--- src/rtl/etg_pkg.sv ---
package etg_pkg;
    typedef enum logic [1:0] {
        W_IDLE   = 2'd0,
        W_SETTLE = 2'd1,
        W_STEP   = 2'd2
    } walk_st_e;
endpackage

--- src/rtl/etg_lfsr.sv ---
// Combinational chain of STEPS shift-register steps; taps at 5,3,2,0.
module etg_lfsr #(
    parameter int SEED_W = 16,
    parameter int STEPS  = 4
) (
    input  logic [SEED_W-1:0] seed_i,
    output logic [SEED_W-1:0] seed_o,
    output logic [STEPS-1:0]  bits_o
);
    logic [SEED_W-1:0] chain [0:STEPS];

    assign chain[0] = seed_i;

    for (genvar g = 0; g < STEPS; g++) begin : g_step
        logic fb;
        assign fb        = chain[g][5] ^ chain[g][3] ^ chain[g][2] ^ chain[g][0];
        assign bits_o[g] = fb;
        assign chain[g+1] = {fb, chain[g][SEED_W-1:1]};
    end

    assign seed_o = chain[STEPS];
endmodule

--- src/rtl/etg_walker.sv ---
// Multi-cycle search over the exclusion mask, one tag position per cycle.
module etg_walker
    import etg_pkg::*;
#(
    parameter int TAG_W = 4
) (
    input  logic                 clk,
    input  logic                 rst_n,
    input  logic                 start_i,
    input  logic [TAG_W-1:0]     tag_i,
    input  logic [TAG_W-1:0]     ofs_i,
    input  logic [(1<<TAG_W)-1:0] mask_i,
    output logic                 busy_o,
    output logic                 done_o,
    output logic [TAG_W-1:0]     tag_o
);
    localparam int NTAG = 1 << TAG_W;

    typedef struct packed {
        walk_st_e          st;
        logic [TAG_W-1:0]  cur;
        logic [TAG_W-1:0]  rem;
        logic [NTAG-1:0]   mask;
        logic              done;
        logic [TAG_W-1:0]  res;
    } walk_t;

    walk_t q, d;
    logic  excl;

    always_comb begin
        d      = q;
        d.done = 1'b0;
        excl   = q.mask[q.cur];
        case (q.st)
            W_IDLE: begin
                if (start_i) begin
                    d.mask = mask_i;
                    if (&mask_i) begin
                        d.res  = '0;
                        d.done = 1'b1;
                    end else if (ofs_i == '0) begin
                        d.st  = W_SETTLE;
                        d.cur = tag_i;
                    end else begin
                        d.st  = W_STEP;
                        d.cur = tag_i + 1'b1;
                        d.rem = ofs_i;
                    end
                end
            end
            W_SETTLE: begin
                if (excl) begin
                    d.cur = q.cur + 1'b1;
                end else begin
                    d.res  = q.cur;
                    d.done = 1'b1;
                    d.st   = W_IDLE;
                end
            end
            W_STEP: begin
                if (excl) begin
                    d.cur = q.cur + 1'b1;
                end else if (q.rem == TAG_W'(1)) begin
                    d.res  = q.cur;
                    d.done = 1'b1;
                    d.st   = W_IDLE;
                end else begin
                    d.rem = q.rem - 1'b1;
                    d.cur = q.cur + 1'b1;
                end
            end
            default: d.st = W_IDLE;
        endcase
    end

    always_ff @(posedge clk or negedge rst_n) begin
        if (!rst_n) begin
            q <= '{st: W_IDLE, cur: '0, rem: '0, mask: '0, done: 1'b0, res: '0};
        end else begin
            q <= d;
        end
    end

    assign busy_o = (q.st != W_IDLE);
    assign done_o = q.done;
    assign tag_o  = q.res;


    all_excl_zero_chk: assert property (@(posedge clk) disable iff (!rst_n)
        (q.done && (&q.mask)) |-> (q.res == '0));


    res_allowed_chk: assert property (@(posedge clk) disable iff (!rst_n)
        (q.done && !(&q.mask)) |-> !q.mask[q.res]);


    walk_done_idle_chk: assert property (@(posedge clk) disable iff (!rst_n)
        q.done |-> (q.st == W_IDLE));
endmodule

--- src/rtl/excl_tag_gen.sv ---
module excl_tag_gen #(
    parameter int TAG_W   = 4,
    parameter int SEED_W  = 16,
    parameter int PTR_W   = 64,
    parameter int TAG_LSB = 56,
    parameter int STEPS   = 4
) (
    input  logic                clk,
    input  logic                rst_n,
    input  logic                st_load,
    input  logic [SEED_W+7:0]   st_wdata,
    output logic [SEED_W+7:0]   st_rdata,
    input  logic                start,
    input  logic                mode,
    input  logic [PTR_W-1:0]    ptr_in,
    input  logic [(1<<TAG_W)-1:0] op_mask,
    input  logic [(1<<TAG_W)-1:0] cfg_mask,
    input  logic [TAG_W-1:0]    ofs_in,
    output logic                busy,
    output logic                done,
    output logic [TAG_W-1:0]    tag_out,
    output logic [PTR_W-1:0]    ptr_out
);
    localparam int NTAG     = 1 << TAG_W;
    localparam int SEED_LSB = 8;
    localparam int STATE_W  = SEED_W + SEED_LSB;

    typedef struct packed {
        logic [STATE_W-1:0] state;
        logic [SEED_W-1:0]  seed_nx;
        logic               rnd;
        logic [PTR_W-1:0]   ptr;
        logic [TAG_W-1:0]   tag;
        logic               done;
    } top_t;

    top_t q, d;

    logic [SEED_W-1:0] lfsr_seed;
    logic [STEPS-1:0]  lfsr_bits;
    logic              wk_busy, wk_done, accept;
    logic [TAG_W-1:0]  wk_tag, wk_start_tag, wk_ofs;
    logic [NTAG-1:0]   wk_mask;

    etg_lfsr #(.SEED_W(SEED_W), .STEPS(STEPS)) u_lfsr (
        .seed_i (q.state[SEED_LSB +: SEED_W]),
        .seed_o (lfsr_seed),
        .bits_o (lfsr_bits)
    );

    assign busy   = wk_busy | wk_done;
    assign accept = start & ~busy;

    always_comb begin
        if (mode) begin
            wk_start_tag = ptr_in[TAG_LSB +: TAG_W];
            wk_ofs       = ofs_in;
            wk_mask      = cfg_mask;
        end else begin
            wk_start_tag = q.state[TAG_W-1:0];
            wk_ofs       = TAG_W'(lfsr_bits);
            wk_mask      = op_mask | cfg_mask;
        end
    end

    etg_walker #(.TAG_W(TAG_W)) u_walk (
        .clk     (clk),
        .rst_n   (rst_n),
        .start_i (accept),
        .tag_i   (wk_start_tag),
        .ofs_i   (wk_ofs),
        .mask_i  (wk_mask),
        .busy_o  (wk_busy),
        .done_o  (wk_done),
        .tag_o   (wk_tag)
    );

    always_comb begin
        d      = q;
        d.done = 1'b0;
        if (accept) begin
            d.rnd     = ~mode;
            d.seed_nx = lfsr_seed;
            d.ptr     = ptr_in;
        end else if (st_load && !busy) begin
            d.state = st_wdata;
        end
        if (wk_done) begin
            d.done = 1'b1;
            d.tag  = wk_tag;
            d.ptr[TAG_LSB +: TAG_W] = wk_tag;
            if (q.rnd) begin
                d.state = {q.seed_nx, {(SEED_LSB-TAG_W){1'b0}}, wk_tag};
            end
        end
    end

    always_ff @(posedge clk or negedge rst_n) begin
        if (!rst_n) begin
            q <= '0;
        end else begin
            q <= d;
        end
    end

    assign st_rdata = q.state;
    assign done     = q.done;
    assign tag_out  = q.tag;
    assign ptr_out  = q.ptr;


    done_pulse_chk: assert property (@(posedge clk) disable iff (!rst_n)
        done |=> !done);


    done_not_busy_chk: assert property (@(posedge clk) disable iff (!rst_n)
        done |-> !busy);


    start_in_busy_chk: assert property (@(posedge clk) disable iff (!rst_n)
        (busy && start) |=> (busy || done));


    state_hold_chk: assert property (@(posedge clk) disable iff (!rst_n)
        !st_load |=> ($stable(st_rdata) || done));
endmodule

--- config.mk ---
export PLATFORM = sky130hd
export DESIGN_NAME = excl_tag_gen
export DESIGN_NICKNAME = d
export VERILOG_FILES = /design/src/rtl/etg_pkg.sv /design/src/rtl/etg_lfsr.sv /design/src/rtl/etg_walker.sv /design/src/rtl/excl_tag_gen.sv
export SDC_FILE = /design/constraint.sdc
export NUM_CORES = 1
export LEC_CHECK = 0
export BUFFER_PORTS_ARGS = -buffer_cell sky130_fd_sc_hd__buf_2
export CAP_MARGIN = 30
export CELL_PAD_IN_SITES_DETAIL_PLACEMENT = 1
export CELL_PAD_IN_SITES_GLOBAL_PLACEMENT = 2
export CORE_UTILIZATION = 25
export CTS_CLUSTER_SIZE = 14
export DETAILED_ROUTE_END_ITERATION = 6
export PLACE_DENSITY = 0.75
export SLEW_MARGIN = 20
export SYNTH_ARGS = -nofsm -noshare
export SYNTH_HDL_FRONTEND = slang
export SYNTH_SLANG_ARGS = --single-unit
--- constraint.sdc ---
create_clock -name clk -period 4.3 [get_ports clk]
set_input_delay 0.86 -clock clk [delete_from_list [all_inputs] [get_ports clk]]
set_output_delay 0.86 -clock clk [all_outputs]
set_load 0.01 [all_outputs]
==> summary.md <==
| Metric | Value |
|---|---|
| Status | completed |
| Number of synthesized flops with an enable pin | 0 |
| CTS buffer count | 17 |
| Setup crit start | u_walk.q[26]$_DFFE_PN0P_ |
| Reg2Reg Depth | 6 |
| Clk buf depth | 2 |
| Vias in the first global route | 5539 |
| Placer congestion estimate | 0.796 |
| Period utilization | 65.9% |
| Wirelength, routed | 19900 um |
| Reg area | ~3500 sq um |
| Core Region | 27800 sq um |
| Metal-1 WL | slightly below 9000 um |
| Register bit total from synthesis | 141 |
| Synthesized area per cell | between 9 and 10 sq um |
| Worst-Skew Late Latency | around 420 ps |
| Pleak | ~4.3 nW |
| Final-report hold violation count | 0 |
| IO Port Bufs | between 200 and 250 |
| Compound-Gate Fraction of Synth Area | under 10% |
| Clk_skew | between 10 and 15 ps |
| CP top delay family | multiplexers |
| Routed vias | 5498 |
| Post-synthesis xor/xnor area fraction | 1.48% |
| Initial Utilization | between 20 and 30% |
| Layout Nets | 1033 |
| DR pass1 iterations | 4 |
| Max VDD drop | 0.218 mV |
| Final HPWL DP | roughly 14000 um |
| Synthesized Nets | 913 |
| Crit-path cells | mux4_2 -> mux2_2 -> o21ai_0 -> a21oi_1 -> a211o_1 -> mux2_1 |
| Largest net degree at the start of global routing | just under 90 |
| Endpoints failing setup | 0 |
| Cts repair resizes | 0 |
| P&R area growth vs syn | 20.0% |
| CP Launch Type | flop |
| Die Ht | approximately 170 um |
| Adder-cell area share of the yosys netlist | 1.59% |
| Initial antenna violation count | 5 |
| Highest routed layer | met5 |
| PwrDens | 753 nW/um^2 |
| WL met3 | 1120 um |
| Die Wd | 170 um |
| Die ar. | 29000 sq um |
| Worst path bufs/invs | 0 |
| Clock sinks | 141 |
| Multi-input logic area | approximately 2700 sq um |
| Routed vias/inst | 4.26 |
| Combinational family with the most area after synthesis | simple AND/OR/NAND/NOR gates |
| Synth warn | 0 |
| Crit-path slowest cell | mux4_2 |
| Max Cap Viol | 0 |
| Wirelength per Cell | between 15 and 20 um |
| Root Driver | clkbuf_16 |
| DP Cell Count | 1254 |
| Synth Instances | 775 |
| ANT nets after route | 0 |
| RSZ-0062 raised after global routing | no |
| Setup TNS | 0 ps |
| Slew of the pin with the lowest slew margin | 561 ps |
| # fillers | between 3000 and 4000 |
| Ys async rst share | between 90% and 100% |
| Sequential area share after synthesis | between 40% and 50% |
| H-Tree Depth | 4 |
| Met2 wire length | approximately 9700 um |
| Crit end category | flop |
| TritonCTS clock tree | built |
| Number of remaining DRC errors | 0 |
| FF-to-FF Start | u_walk.q[26]$_DFFE_PN0P_ |
| Hold/Removal Path Class | input port to asynchronous set/reset pin |
| Critical path arrival | 3130 ps |
| Post-Synth Simple-Gate Area | a little under a fifth |
| Worst EP required | roughly 4600 ps |
| Slew Limit Fails | 0 |
| Post-CTS Setup Repair Bufs | 0 |
| Unique cell type count in the Yosys netlist | 41 |
| First-pass GRT wire length | 30900 um |
| Post-synthesis mux area share | 8.61% |
| Tmin final | between 2000 and 3000 ps |
| Relative slew margins | about 63% |
| Starting DRT DRC Count | 264 |
| Cell Area, Synth | 7080 sq um |
| Global route total overflow | 0 |
| All-Layer GR Usage | 13.9% |
| Worst path max stage delay | 590 ps |
| Fmax | around 350 MHz |
| Finished Layout Cells | 1290 |
| # IOs | around 220 |
| Worst path depth | 6 |
| # hold bufs at CTS | 0 |
| Most used DFF post-synth | dfrtp_1 |
| Worst-path fanout max | 8 |
| Row Count | between 60 and 70 |
| CP Class | flop to flop |
| Share of layout cells above drive strength 1 | 31.3% |
| Clk slew on worst S/H paths | 70 ps |
[cell families after synthesis]
group / count (synthesis)
AND/OR/NAND/NOR: 325
flip-flops: 141
buffers and inverters: 139
AO/OA/AOI/OAI: 96
multiplexers: 53
XOR/XNOR: 12
adder cells (fa/ha/maj): 9
[cell usage in the layout (no fill, tap or decap), types with 2 or more instances in the layout]
master,netlist,layout
nand2_1,266,265
buf_2,4,221
dfrtp_1,141,141
a21oi_1,43,43
mux2i_1,35,35
nor2_1,29,29
o21ai_0,25,25
clkbuf_16,0,17
o22ai_1,10,10
inv_1,9,9
mux2_2,9,9
xnor2_1,9,9
ha_1,9,9
buf_4,92,7
nand4_1,5,5
nor3b_1,6,5
mux4_2,5,5
nand3_1,5,5
a22oi_1,5,5
diode_2,0,4
mux2_1,4,4
clkinvlp_4,0,4
clkinv_4,0,4
xor2_1,3,3
o211ai_1,3,3
nor3_1,3,3
clkinv_2,0,3
and3_1,2,2
or2_2,2,2
a31oi_1,2,2
nand2b_1,2,2
[Yosys cell counts, types with 6 or more instances]
cell type | count | area [sq um]
clkbuf_1 | 30 | 113
nand2_1 | 266 | 998
dfrtp_1 | 141 | 3530
a21oi_1 | 43 | 215
inv_1 | 9 | 33.8
ha_1 | 9 | 113
o22ai_1 | 10 | 62.6
nor3b_1 | 6 | 45.0
nor2_1 | 29 | 109
xnor2_1 | 9 | 78.8
buf_4 | 92 | 691
mux2_2 | 9 | 101
o21ai_0 | 25 | 125
mux2i_1 | 35 | 350
[worst reg2reg max path, stage by stage (launching register included)]
cell and delay [ps]:
dfrtp_1 570, mux4_2 590, mux2_2 270, o21ai_0 390, a21oi_1 190, a211o_1 370
mux2_1 340
[layout make-up]
class                      count  share of cell area, %
sequential                   141                   41.5
multi-input combinational    495                   31.6
timing repair buffer         231                   14.2
clock buffer                  19                   5.21
tap                          378                   5.57
inverter                       9                  0.398
clock inverter                13                   1.40
antenna                        4                  0.118
[power breakdown]
group / total [mW] / internal, mW / switching (mW)
registers: 2.38 / 1.95 / 0.439
clock network: 1.44 / 0.814 / 0.623
logic: 2.58 / 1.05 / 1.53
total: 6.40 / 3.81 / 2.59
[stage by stage]
| stage | area [sq um] | utilization [%] | power [mW] | hold WS, ps | setup slack (ps) |
|---|---|---|---|---|---|
| 2_1_floorplan | 7080 | - | 4.51 | 373 | 1580 |
| 3_3_place_gp | 7910 | 28.5 | 4.98 | 451 | 1480 |
| 3_5_place_dp | 7930 | 28.5 | 5.05 | 456 | 1410 |
| 4_1_cts | 8490 | 30.5 | 6.54 | 403 | 1450 |
| 5_1_grt | 8490 | 30.6 | 6.93 | 423 | 1290 |
| 6_report | 8500 | 30.6 | 6.40 | 390 | 1460 |
[registers in the layout, indices dropped and copies added, names as in the netlist]
register	cells
u_walk.tag_o	4
u_walk.done_o	1
q	17
tag_out	4
ptr_out	64
st_rdata	24
u_walk.q	26
done	1
[metal layers]
| metal | vias to the layer above | GRT usage [%] |
|---|---|---|
| met4 | 2 | 4.31 |
| met1 | 2631 | 17.3 |
| met2 | 148 | 23.3 |
| met3 | 17 | 3.63 |
| li1 | 2700 | - |
| met5 | - | 0 |
[path summary, 6_finish.rpt]
kind                                          endpoint  slack, ps
setup reg to reg           u_walk.tag_o[1]$_DFFE_PN0P_       1460
min in group clk               ptr_out[59]$_DFFE_PN0P_        460
hold / removal                  ptr_out[9]$_DFFE_PN0P_        390
setup / recovery           u_walk.tag_o[1]$_DFFE_PN0P_       1460
max in group asynchronous       st_rdata[10]$_DFF_PN0_       3010
hold reg to reg                ptr_out[59]$_DFFE_PN0P_        460
Power figures use the tool's default switching activity.
